$ cat config.mk
export PLATFORM = sky130hd
export DESIGN_NAME = spi_word_master
export DESIGN_NICKNAME = d
export VERILOG_FILES = /design/src/rtl/spw_pkg.sv /design/src/rtl/spw_tick.sv /design/src/rtl/spw_engine.sv /design/src/rtl/spi_word_master.sv
export SDC_FILE = /design/constraint.sdc
export NUM_CORES = 1
export LEC_CHECK = 0
export BUFFER_PORTS_ARGS = -buffer_cell sky130_fd_sc_hd__buf_2
export CAP_MARGIN = 10
export CORE_ASPECT_RATIO = 1.5
export CORE_MARGIN = 2
export CORE_UTILIZATION = 35
export DETAILED_ROUTE_END_ITERATION = 6
export PLACE_DENSITY = 0.62
export SLEW_MARGIN = 10
export SYNTH_ARGS = -nofsm -noshare
export SYNTH_HDL_FRONTEND = slang
export SYNTH_SLANG_ARGS = --single-unit
$ cat constraint.sdc
create_clock -name clk -period 3.7 [get_ports clk]
set_clock_uncertainty 0.05 [all_clocks]
set_input_delay 0.185 -clock clk [delete_from_list [all_inputs] [get_ports clk]]
set_output_delay 0.185 -clock clk [all_outputs]
set_load 0.005 [all_outputs]
$ cat src/rtl/spw_pkg.sv
package spw_pkg;

    localparam int DATA_W  = 16;
    localparam int FRAME_W = 2 * DATA_W;
    localparam int DIV_W   = 3;
    localparam int LEN_W   = 5;
    localparam int CNT_W   = $clog2(FRAME_W + 1);
    localparam int SLOT_LSB = 7;

    typedef enum logic [2:0] {
        SEL_CFGA = 3'd0,
        SEL_CFGB = 3'd1,
        SEL_CTRL = 3'd2,
        SEL_STAT = 3'd3,
        SEL_TXL  = 3'd4,
        SEL_TXH  = 3'd5,
        SEL_RXL  = 3'd6,
        SEL_RXH  = 3'd7
    } reg_sel_e;

    typedef struct packed {
        logic             ie_rd;
        logic             ie_wr;
        logic [DIV_W-1:0] div;
        logic             clk_en;
    } cfga_t;

    typedef struct packed {
        logic pulse_irq;
        logic cs_high;
        logic rise;
    } cfgb_t;

    // Short words are stretched to a 16-bit frame.
    function automatic logic [CNT_W-1:0] frame_bits(logic [LEN_W-1:0] len_m1);
        return (len_m1 < LEN_W'(8)) ? CNT_W'(16) : CNT_W'(len_m1) + CNT_W'(1);
    endfunction

endpackage

$ cat src/rtl/spw_tick.sv
module spw_tick #(
    parameter int DIV_W = spw_pkg::DIV_W
) (
    input  logic             clk,
    input  logic             rst,
    input  logic             run,
    input  logic [DIV_W-1:0] div,
    output logic             tick
);
    localparam int CNT_W = (1 << DIV_W) - 1;

    logic [CNT_W-1:0] cnt;
    logic [CNT_W-1:0] limit;

    assign limit = CNT_W'((32'd1 << div) - 32'd1);
    assign tick  = run && (cnt == limit);

    always_ff @(posedge clk) begin
        if (rst || !run || tick) begin
            cnt <= '0;
        end else begin
            cnt <= cnt + 1'b1;
        end
    end
endmodule

$ cat src/rtl/spw_engine.sv
module spw_engine #(
    parameter int FRAME_W = spw_pkg::FRAME_W,
    parameter int CNT_W   = spw_pkg::CNT_W
) (
    input  logic               clk,
    input  logic               rst,
    input  logic               start,
    input  logic               op_rd,
    input  logic [CNT_W-1:0]   nbits,
    input  logic [FRAME_W-1:0] tx_word,
    input  logic               tick,
    input  logic               miso,
    output logic               busy,
    output logic               phase,
    output logic               mosi,
    output logic               done_wr,
    output logic               done_rd,
    output logic [FRAME_W-1:0] rx_word
);
    logic               is_rd;
    logic [FRAME_W-1:0] sh;
    logic [CNT_W-1:0]   left;

    assign mosi = busy && !is_rd && sh[FRAME_W-1];

    always_ff @(posedge clk) begin
        if (rst) begin
            busy    <= 1'b0;
            phase   <= 1'b0;
            is_rd   <= 1'b0;
            sh      <= '0;
            left    <= '0;
            rx_word <= '0;
            done_wr <= 1'b0;
            done_rd <= 1'b0;
        end else begin
            done_wr <= 1'b0;
            done_rd <= 1'b0;
            if (!busy) begin
                if (start) begin
                    busy  <= 1'b1;
                    phase <= 1'b0;
                    is_rd <= op_rd;
                    left  <= nbits;
                    sh    <= op_rd ? '0 : tx_word;
                    if (op_rd) rx_word <= '0;
                end
            end else if (tick) begin
                if (!phase) begin
                    // leave idle: sampling transition
                    phase <= 1'b1;
                    if (is_rd) rx_word <= {rx_word[FRAME_W-2:0], miso};
                end else begin
                    // return to idle: advance to next bit
                    phase <= 1'b0;
                    sh    <= {sh[FRAME_W-2:0], 1'b0};
                    left  <= left - 1'b1;
                    if (left == CNT_W'(1)) begin
                        busy    <= 1'b0;
                        done_wr <= !is_rd;
                        done_rd <= is_rd;
                    end
                end
            end
        end
    end
endmodule

$ cat src/rtl/spi_word_master.sv
module spi_word_master
    import spw_pkg::*;
#(
    parameter int NUM_CS = 2
) (
    input  logic              clk,
    input  logic              rst,
    input  logic              reg_wr,
    input  logic [3:0]        reg_addr,
    input  logic [15:0]       reg_wdata,
    output logic [15:0]       reg_rdata,
    output logic              spi_sclk,
    output logic              spi_mosi,
    input  logic              spi_miso,
    output logic [NUM_CS-1:0] spi_cs,
    output logic              irq
);
    localparam int SLOT_W = (NUM_CS > 1) ? $clog2(NUM_CS) : 1;

    cfga_t             cfga;
    cfgb_t             cfgb;
    logic [LEN_W-1:0]  len_m1;
    logic [SLOT_W-1:0] slot;
    logic              st_wr, st_rd;
    logic [DATA_W-1:0] tx_lo, tx_hi;
    logic [FRAME_W-1:0] rx_word;
    logic              busy, phase, tick, done_wr, done_rd;
    logic              ctrl_wr, start, irq_lvl, irq_lvl_q;
    reg_sel_e          sel;

    assign sel     = reg_sel_e'(reg_addr[3:1]);
    assign ctrl_wr = reg_wr && (sel == SEL_CTRL);
    assign start   = ctrl_wr && !busy && (reg_wdata[0] || reg_wdata[1]);

    always_ff @(posedge clk) begin
        if (rst) begin
            cfga   <= '0;
            cfgb   <= '0;
            len_m1 <= '0;
            slot   <= '0;
            st_wr  <= 1'b0;
            st_rd  <= 1'b0;
            tx_lo  <= '0;
            tx_hi  <= '0;
        end else begin
            if (reg_wr) begin
                unique case (sel)
                    SEL_CFGA: cfga <= cfga_t'(reg_wdata[DIV_W+2:0]);
                    SEL_CFGB: cfgb <= '{pulse_irq: reg_wdata[10],
                                        cs_high:   reg_wdata[5],
                                        rise:      reg_wdata[0]};
                    SEL_CTRL: if (!busy) begin
                        len_m1 <= reg_wdata[6:2];
                        slot   <= reg_wdata[SLOT_LSB +: SLOT_W];
                    end
                    SEL_STAT: begin
                        st_wr <= st_wr & reg_wdata[1];
                        st_rd <= st_rd & reg_wdata[0];
                    end
                    SEL_TXL:  tx_lo <= reg_wdata;
                    SEL_TXH:  tx_hi <= reg_wdata;
                    default: ;
                endcase
            end
            // completion wins over a same-cycle clear
            if (done_wr) st_wr <= 1'b1;
            if (done_rd) st_rd <= 1'b1;
        end
    end

    spw_tick #(.DIV_W(DIV_W)) u_tick (
        .clk  (clk),
        .rst  (rst),
        .run  (busy && cfga.clk_en),
        .div  (cfga.div),
        .tick (tick)
    );

    spw_engine #(.FRAME_W(FRAME_W), .CNT_W(CNT_W)) u_engine (
        .clk     (clk),
        .rst     (rst),
        .start   (start),
        .op_rd   (reg_wdata[0]),
        .nbits   (frame_bits(reg_wdata[6:2])),
        .tx_word ({tx_hi, tx_lo}),
        .tick    (tick),
        .miso    (spi_miso),
        .busy    (busy),
        .phase   (phase),
        .mosi    (spi_mosi),
        .done_wr (done_wr),
        .done_rd (done_rd),
        .rx_word (rx_word)
    );

    assign spi_sclk = !cfgb.rise ^ phase;

    for (genvar i = 0; i < NUM_CS; i++) begin : g_cs
        assign spi_cs[i] = (busy && (slot == SLOT_W'(i))) ? cfgb.cs_high : !cfgb.cs_high;
    end

    assign irq_lvl = (st_wr && cfga.ie_wr) || (st_rd && cfga.ie_rd);

    always_ff @(posedge clk) begin
        if (rst) irq_lvl_q <= 1'b0;
        else     irq_lvl_q <= irq_lvl;
    end

    assign irq = cfgb.pulse_irq ? (irq_lvl && !irq_lvl_q) : irq_lvl;

    always_comb begin
        reg_rdata = '0;
        unique case (sel)
            SEL_CFGA: reg_rdata[DIV_W+2:0] = cfga;
            SEL_CFGB: begin
                reg_rdata[10] = cfgb.pulse_irq;
                reg_rdata[5]  = cfgb.cs_high;
                reg_rdata[0]  = cfgb.rise;
            end
            SEL_CTRL: begin
                reg_rdata[6:2]                = len_m1;
                reg_rdata[SLOT_LSB +: SLOT_W] = slot;
            end
            SEL_STAT: reg_rdata[1:0] = {st_wr, st_rd};
            SEL_TXL:  reg_rdata = tx_lo;
            SEL_TXH:  reg_rdata = tx_hi;
            SEL_RXL:  reg_rdata = rx_word[DATA_W-1:0];
            SEL_RXH:  reg_rdata = rx_word[FRAME_W-1:DATA_W];
            default:  reg_rdata = '0;
        endcase
    end
endmodule

==> results of run 1 <==
## flip-flops by register name, indices dropped and copies added, names as in the netlist, 3 cells and up
signal,count
tx_hi,16
tx_lo,16
cfgb,3
u_tick.cnt,7
u_engine.left,6
u_engine.rx_word,32
u_engine.sh,32
len_m1,5
cfga,6
## cells by family after synthesis
kind of cell	count (synthesis)	synth area share [%]
buf+inv	76	5.63
simple gates	280	21.0
compound gates	164	17.4
xor+xnor	10	1.31
flops	132	39.6
fa+ha+maj	4	0.751
mux	69	14.3
## cell type report
cell class                      count  area (um2)  share of cell area [%]
Clock inverter                     15         144                    1.88
Inverter                           13        51.3                   0.671
Multi-Input combinational cell    527        3660                    47.9
Clock buffer                       17         425                    5.57
Tap cell                          252         315                    4.13
Timing Repair Buffer               63         400                    5.24
Sequential cell                   132        2640                    34.6
## power by group through the flow
stage,Combinational (mW),Clock (mW),Sequential (mW)
floorplan,0.138,0,1.47
global placement,0.193,0,1.48
detailed placement,0.194,0,1.48
CTS,0.201,1.66,1.45
global route,0.220,1.72,1.45
finish,0.201,1.64,1.45
## cells in the mapped netlist, types with 4 or more instances
cell type | n | area share, %
nand4_1 | 7 | 0.66
clkbuf_1 | 37 | 2.1
a21oi_1 | 78 | 5.9
nor2b_1 | 37 | 3.5
ha_1 | 4 | 0.75
inv_1 | 10 | 0.56
buf_1 | 9 | 0.51
nand3_1 | 8 | 0.60
xnor2_1 | 6 | 0.79
a22oi_1 | 6 | 0.68
nor3_1 | 10 | 0.75
buf_2 | 8 | 0.60
mux2i_1 | 24 | 3.6
mux2_4 | 25 | 5.6
nand2_1 | 88 | 5.0
a31oi_1 | 5 | 0.47
mux2_2 | 10 | 1.7
mux4_2 | 10 | 3.4
and2_1 | 9 | 0.84
nor3b_1 | 33 | 3.7
dfxtp_1 | 132 | 40
xor2_1 | 4 | 0.53
a32o_1 | 31 | 4.7
o21ai_0 | 15 | 1.1
nor2_1 | 71 | 4.0
## worst paths after layout
path / cells after the start / endpoint / slack (ns) / from
hold reg to reg: 2 / st_rd / 0.38 / u_engine.done_rd
hold / removal: 3 / tx_hi[7] / 0.02 / reg_wdata[7]
setup / recovery: 7 / u_engine.sh[6] / 1.27 / cfga[3]
setup reg to reg: 7 / u_engine.sh[6] / 1.27 / cfga[3]
## critical path, cell delays in order, from the launching register on
cell and delay (ns):
dfxtp_1 0.55, and2b_1 0.23, o31a_1 0.27, o211ai_2 0.24, a21oi_4 0.10, o21ai_4 0.19
buf_12 0.27, mux2_2 0.37
## per-stage QoR
step | std cells | area [um2] | setup slack (ns) | util [%]
2_1_floorplan | 735 | 6670 | 1.59 | -
3_3_place_gp | 979 | 6990 | 1.21 | 37.6
3_5_place_dp | 979 | 6990 | 1.20 | 37.6
4_1_cts | 1019 | 7640 | 1.27 | 41.0
5_1_grt | 1019 | 7640 | 1.16 | 41.0
6_report | 1019 | 7640 | 1.27 | 41.0
## routing by layer
metal  track usage [%]  vias up  share of wire [%]
li1                  -     2643                  -
met1              22.9     2627                 45
met2              28.1      122                 49
met3              3.01       30                3.3
met4              6.23        0                2.5
met5                 0        -                  0
## timing repair
action / in CTS / in global routing
endpoints found under the setup margin: 0 / 0
gates resized for setup: 0 / 0
hold endpoints to repair: 15 / 0
setup buffers: 0 / 0
hold buffers: 8 / 0
==> results.md, run 1 <==
* Status: finished clean
* H-tree depth at 4
* Ys async rst share at 0%
* Total core area at 0.0186 mm2
* Antenna Nets Post-Route at 0
* Final Total Pwr at 3.29 mW
* GRT overflow at 0
* First-pass GRT wire length at 27,800 um
* WP data required at 3.96 ns
* Nets at 782
* Synthesized instance count at 735
* Max Clk Rate at 411 MHz
* Crit path max fanout at 36
* Register area share after synthesis at 39.6%
* Final wirelength at 17,100 um
* IO Pins at 45
* Vias in the first global route at 5,141
* Relative slew slack at 23.4%
* Site Rows at 61
* Worst setup SP type: flop
* Syn Nets at 763
* Clock Path Buffers at 2
* Initial drt markers at 589
* Routed len/inst at 16.8 um
* Area growth syn-to-layout at 14.7%
* Final hold viol count at 0
* Max IR drop VDD at 271 uV
* Net Switching at 0.845 mW
* Most frequent cells in the layout: dfxtp_1, nand2_1, a21oi_1
* Hold_ws at 0.0151 ns
* Yosys reg bits at 132
* Lkg Pwr at 2.76 nW
* Comb pwr share at 6.1%
* IO Port Bufs at 43
* Sink Count at 132
* Fin. max-slew vios at 0
* Worst min path class: in2reg
* Clock power share at 49.8%
* Setup violators final at 0
* Internal cell power at 2.44 mW
* Die width at 117 um
* Crit Path Class: reg2reg
* Clock transition at path regs at 0.06 ns
* Commonest non-fill, non-tap cell in the layout: dfxtp_1
* Initial core utilization at 35.8%
* Tightest Pin Transition at 1.14 ns
* Primary FF master, synth: dfxtp_1
* GRT Util Overall at 17.3%
* MaxCap Viol Count at 0
* Ys Warns at 0
* Synthesized area at 0.00667 mm2
* Worst skew pair latency at 0.42 ns
* RSZ-0062 raised after global routing: no
* Routed vias at 5,422
* Fill count at 1,884
* Clk root buf: clkbuf_16
* Die area at 0.0202 mm2
* Largest net degree at the start of global routing at 72
* Worst setup EP type: flop
* Pre-antenna DRT Iters at 5
* DRC errors left at 0
* Setup tns final at 0 ns
* Net Sw Frac at 25.7%
* Antenna Diode Count at 0
* Initial antenna violation count at 0
* Pwr/cell area at 430 mW/mm2
* Reg power frac at 44.1%
* Critical path arrival at 2.69 ns
* CTS tree: yes
* Synthesized area per cell at 9.07 um2
* Final HPWL DP at 11,300 um
* Die height at 173 um
* Vias per cell at 5.32
* Routability Congestion at 0.831
* Min cycle time layout at 2.43 ns
* EDFF count, synth at 0
* Final cycle utilization of the critical path at 65.7%
* Fraction of layout cells with a size suffix above 1 at 19.7%
* CTS buffer count at 17
* Post-synth cell types at 65
No activity file was read; power rests on OpenSTA's default activity.
==> run 2, diff against run 1 <==
--- a/config.mk
+++ b/config.mk
@@ -11,7 +11,7 @@
 export CORE_MARGIN = 2
 export CORE_UTILIZATION = 35
 export DETAILED_ROUTE_END_ITERATION = 6
-export PLACE_DENSITY = 0.62
+export PLACE_DENSITY = 0.64
 export SLEW_MARGIN = 10
 export SYNTH_ARGS = -nofsm -noshare
 export SYNTH_HDL_FRONTEND = slang
==> constraint.sdc (replaced) <==
create_clock -name clk -period 2 [get_ports clk]
set_clock_uncertainty 0.05 [all_clocks]
set_input_delay 0.1 -clock clk [delete_from_list [all_inputs] [get_ports clk]]
set_output_delay 0.1 -clock clk [all_outputs]
set_load 0.005 [all_outputs]
==> results.md, run 2 (synthesis gave the netlist of run 1 again) <==
* Final HPWL DP at 11,800 um
* Most frequent cells in the layout: dfxtp_1, nand2_1, a21oi_1
* Area growth syn-to-layout at 25.2%
* H-tree depth at 4
* WP buf/inv at 2
* Hold_ws at 0.0337 ns
* Max Clk Rate at 470 MHz
* RSZ-0062 raised after global routing: yes
* Commonest non-fill, non-tap cell in the layout: dfxtp_1
* CTS buffer count at 17
* Final Core Density at 44.8%
* Crit path max fanout at 6
* Worst setup SP type: flop
* Crit Path Class: reg2reg
* Die height at 173 um
* Biggest registers after layout: u_engine.rx_word x32, u_engine.sh x32
* R2r worst-path depth at 8
* Sink Count at 132
* Fill count at 1,773
* WP data required at 2.25 ns
* Fin cells at 1,067
* Lkg Pwr at 3.12 nW
* Routed vias at 5,609
* Worst min path class: in2reg
* Final Total Pwr at 6.39 mW
* IO Port Bufs at 43
* Routed len/inst at 16.8 um
* Min cycle time layout at 2.13 ns
* Pre-antenna DRT Iters at 7
* Vias per cell at 5.26
* Critical Path Max Stage Delay at 0.38 ns
* Fin. max-slew vios at 0
* Worst setup EP type: flop
* Clock Path Buffers at 2
* First-pass GRT wire length at 28,400 um
* Slowest-stage cell, CP: a2111oi_2
* Cell Chain, Critical Path: nor4b_4, a2111oi_2, o211ai_2, a21oi_4, o21ai_4, buf_12, clkbuf_16, mux2_4
* Initial core utilization at 35.8%
* Final wirelength at 17,900 um
* Relative slew slack at 70.8%
* GRT Util Overall at 17.7%
* Die area at 0.0202 mm2
* Max IR drop VDD at 487 uV
* Pwr/cell area at 766 mW/mm2
* Initial antenna violation count at 0
* Worst skew pair latency at 0.41 ns
* Fraction of layout cells with a size suffix above 1 at 24.7%
* CTS tree: yes
* Cell count of the worst hold path at 3
* Final hold viol count at 0
* Placed insts at 1,008
* Total core area at 0.0186 mm2
* Clock transition at path regs at 0.06 ns
* Final cycle utilization of the critical path at 106%
* Critical path arrival at 2.38 ns
* Initial drt markers at 508
* MaxCap Viol Count at 0
* Routability Congestion at 0.867
* Status: finished, violations left
* Critical Path Stages at 8
* GRT overflow at 0
* Antenna Nets Post-Route at 0
* Antenna Diode Count at 0
* Site Rows at 61
* Clk root buf: clkbuf_16
* Vias in the first global route at 5,265
* Setup violators final at 67
* Nets at 830
* Largest net degree at the start of global routing at 100
* Tightest Pin Transition at 0.438 ns
* Die width at 117 um
* Top delay family on crit path: compound AO/OA/AOI/OAI gates
* DRC errors left at 0
* Violated checks: setup timing
* IO Pins at 45
* Setup slack after layout at -0.127 ns
==> run 2: repair_timing <==
| item | 4_1_cts | 5_1_grt |
|---|---|---|
| pin swaps | 2 | 40 |
| resized for setup | 8 | 18 |
| endpoints found under the hold margin | 40 | 0 |
| hold buffers | 17 | 0 |
| cloned | 1 | 5 |
| setup buffers | 3 | 4 |
| setup endpoints to repair | 64 | 73 |
==> run 2: worst reg2reg max path: stages, from the launching register on <==
cell	delay (ns)
dfxtp_4	0.36
nor4b_4	0.13
a2111oi_2	0.38
o211ai_2	0.18
a21oi_4	0.22
o21ai_4	0.08
buf_12	0.15
clkbuf_16	0.17
mux2_4	0.30
==> run 2: cell type report <==
cell class              count  area [um2]  share of cell area [%]
repair buffers            111         981                    11.8
clock inverters            13         171                    2.05
clock buffers              19         453                    5.43
flip-flops and latches    132        2660                    31.9
inverters                  13        51.3                   0.615
multi-input cells         527        3710                    44.5
well taps                 252         315                    3.78
==> run 2: worst paths after layout <==
path / startpoint / endpoint / slack, ns
worst max register to register: u_tick.cnt[1] / u_engine.sh[8] / -0.13
worst min-delay path: reg_wdata[5] / tx_lo[5] / 0.03
worst min register to register: u_engine.done_rd / st_rd / 0.38
worst max-delay path: u_tick.cnt[1] / u_engine.sh[8] / -0.13
==> run 2: per-stage QoR <==
stage / cell area [um2] / setup TNS (ns) / setup WS, ns
finish: 8340 / -5.43 / -0.127
global route: 8340 / -10.35 / -0.185
CTS: 8180 / -7.21 / -0.165
detailed placement: 7310 / -7.42 / -0.174
global placement: 7310 / -5.37 / -0.132
floorplan: 6690 / -1.35 / -0.0578
==> run 2: layer usage <==
| layer | track usage, % | wire (um) |
|---|---|---|
| met2 | 29.2 | 9240 |
| met3 | 3.15 | 658 |
| met1 | 23.0 | 7670 |
| met5 | 0 | 0 |
| met4 | 6.27 | 361 |
==> run 2: power breakdown <==
group	internal [mW]	leakage [nW]	switching (mW)	total, mW
sequential	2.65	1.07	0.0246	2.67
combinational	0.179	1.74	0.262	0.441
clock	2.05	0.306	1.23	3.28
==> run 3, diff against run 2 <==
--- a/config.mk
+++ b/config.mk
@@ -5,13 +5,13 @@
 export SDC_FILE = /design/constraint.sdc
 export NUM_CORES = 1
 export LEC_CHECK = 0
-export BUFFER_PORTS_ARGS = -buffer_cell sky130_fd_sc_hd__buf_2
+export BUFFER_PORTS_ARGS = -buffer_cell sky130_fd_sc_hd__buf_4
 export CAP_MARGIN = 10
 export CORE_ASPECT_RATIO = 1.5
 export CORE_MARGIN = 2
 export CORE_UTILIZATION = 35
 export DETAILED_ROUTE_END_ITERATION = 6
-export PLACE_DENSITY = 0.64
+export PLACE_DENSITY_LB_ADDON = 0.12
 export SLEW_MARGIN = 10
 export SYNTH_ARGS = -nofsm -noshare
 export SYNTH_HDL_FRONTEND = slang
==> results.md, run 3 (synthesis gave the netlist of run 1 again) <==
* Clk root buf: clkbuf_16
* Status: finished, violations left
* Min cycle time layout at 2.07 ns
* Final wirelength at 18,500 um
* Most Crowded Layer GR: met2
* Pwr/cell area at 803 mW/mm2
* RSZ-0062 raised after global routing: yes
* Final hold viol count at 0
* Clock transition at path regs at 0.06 ns
* Clock Path Buffers at 2
* Max IR drop VDD at 600 uV
* Antenna Nets Post-Route at 0
* WP data required at 2.25 ns
* Met3 Use GR at 3.65%
* DRC errors left at 0
* Routed vias at 5,548
* Site Rows at 61
* Worst setup SP type: flop
* Met2 GRT Util at 30.8%
* IO Port Bufs at 43
* Post-DP Area at 0.00738 mm2
* Sink Count at 132
* Worst setup EP type: flop
* Initial core utilization at 35.8%
* Vias in the first global route at 5,478
* Tightest Pin Transition at 0.436 ns
* GRT Util Overall at 18.8%
* Fraction of layout cells with a size suffix above 1 at 23.6%
* Lkg Pwr at 3.12 nW
* Slowest-stage cell, CP: dfxtp_2
* H-tree depth at 4
* Initial antenna violation count at 0
* First-pass GRT wire length at 29,600 um
* Die height at 173 um
* Worst setup path start: u_tick.cnt[2]
* Crit Path Class: reg2reg
* Setup WS pre-CTS at -0.173 ns
* Top delay family on crit path: compound AO/OA/AOI/OAI gates
* Relative slew slack at 70.9%
* Net Sw Frac at 22.0%
* CTS tree: yes
* Initial drt markers at 459
* Biggest registers after layout: u_engine.rx_word x32, u_engine.sh x32
* Cell Chain, Critical Path: nand2b_1, a21oi_1, o311ai_4, a21oi_4, o21ai_4, buf_12, clkbuf_16, mux2_4
* Clock power share at 53.6%
* MaxCap Viol Count at 0
* Antenna Diode Count at 0
* Total core area at 0.0186 mm2
* Post-route cell area at 0.00838 mm2
* Reg2reg setup slack at -0.07 ns
* Final Core Density at 45.0%
* Critical Path Max Stage Delay at 0.39 ns
* Most frequent cells in the layout: dfxtp_1, nand2_1, a21oi_1, buf_4, nor2_1
* Critical path arrival at 2.33 ns
* Hold_ws at 0.114 ns
* Max Clk Rate at 483 MHz
* Area growth syn-to-layout at 25.8%
* RR Startpoint: u_tick.cnt[2]
* Critical Path Stages at 8
* WP buf/inv at 2
* Commonest non-fill, non-tap cell in the layout: dfxtp_1
* Fin. max-slew vios at 0
* R2r worst-path depth at 8
* Pre-antenna DRT Iters at 5
* Worst min path class: in2reg
* CTS buffer count at 17
* Largest net degree at the start of global routing at 98
* Reg-to-Reg End: u_engine.sh[3]
* GRT overflow at 0
* Final Total Pwr at 6.73 mW
* Comb pwr share at 6.6%
* IO Pins at 45
* Setup violators final at 62
* Final cycle utilization of the critical path at 104%
* CP endpoint: u_engine.sh[3]
* Final HPWL DP at 12,800 um
* Worst skew pair latency at 0.42 ns
* Reg power frac at 39.8%
* Die area at 0.0202 mm2
* Vias per cell at 5.22
* Cell count of the worst hold path at 4
* Violated checks: setup timing
* Die width at 117 um
* Internal cell power at 5.25 mW
* Setup slack after layout at -0.0724 ns
* Nets at 826
* Routed len/inst at 17.4 um
* Crit path max fanout at 6
* Met1 Usage GRT at 24.2%
* Net Switching at 1.48 mW
* Routability Congestion at 0.847
[run 3: cell types whose count changed in the layout (fill, tap and decap cells not counted), sizes merged]
cell and delta:
clkinvlp +1, dlygate4sd3 +1, clkinv -4, inv -2, buf -3, bufinv +3
[run 3: repair_timing]
| action | CTS | global route |
|---|---|---|
| endpoints found under the setup margin | 70 | 77 |
| hold endpoints to repair | 45 | 0 |
| cloned | 1 | 2 |
| hold buffers | 18 | 0 |
| setup buffers | 1 | 0 |
| resized for setup | 12 | 4 |
[run 3: power by group through the flow]
| stage | combinational (mW) | sequential, mW | clock (mW) |
|---|---|---|---|
| 6_report | 0.444 | 2.68 | 3.61 |
| 5_1_grt | 0.487 | 2.68 | 3.78 |
| 4_1_cts | 0.442 | 2.68 | 3.66 |
| 3_5_place_dp | 0.406 | 2.74 | 0 |
| 3_3_place_gp | 0.400 | 2.74 | 0 |
| 2_1_floorplan | 0.257 | 2.72 | 0 |
[run 3: final cells by class]
class	count	area, um2
Clock buffer	21	460
Clock inverter	11	221
Fill cell	1882	10200
Sequential cell	132	2650
Tap cell	252	315
Inverter	13	51.3
Multi-Input combinational cell	527	3700
Timing Repair Buffer	107	986
[run 3: routing by layer]
| metal | wire length, um | up-vias |
|---|---|---|
| met5 | 0 | - |
| met4 | 414 | 0 |
| met3 | 637 | 26 |
| met2 | 9040 | 91 |
| met1 | 8370 | 2680 |
| li1 | - | 2751 |
[run 3: worst min-delay path by stage]
stage                       start         to  slack, ns
CTS                        reg_wr      st_rd       0.09
global placement    reg_wdata[12]  tx_hi[12]       0.31
finish                     reg_wr      st_rd       0.11
detailed placement  reg_wdata[13]  tx_hi[13]       0.32
floorplan           reg_wdata[11]  tx_hi[11]       0.19
global route               reg_wr      st_wr       0.15
[run 3: through the flow]
stage	TNS, ns	std cells
5_1_grt	-10.60	1063
3_3_place_gp	-7.51	1009
3_5_place_dp	-8.48	1009
2_1_floorplan	-1.35	735
6_report	-2.57	1063
4_1_cts	-3.33	1061
[run 3: worst reg2reg max path, cell delays in order, from the launching register on]
cell and delay, ns:
dfxtp_2 0.39, nand2b_1 0.15, a21oi_1 0.11, o311ai_4 0.36, a21oi_4 0.12, o21ai_4 0.16, buf_12 0.16, clkbuf_16 0.17
mux2_4 0.29
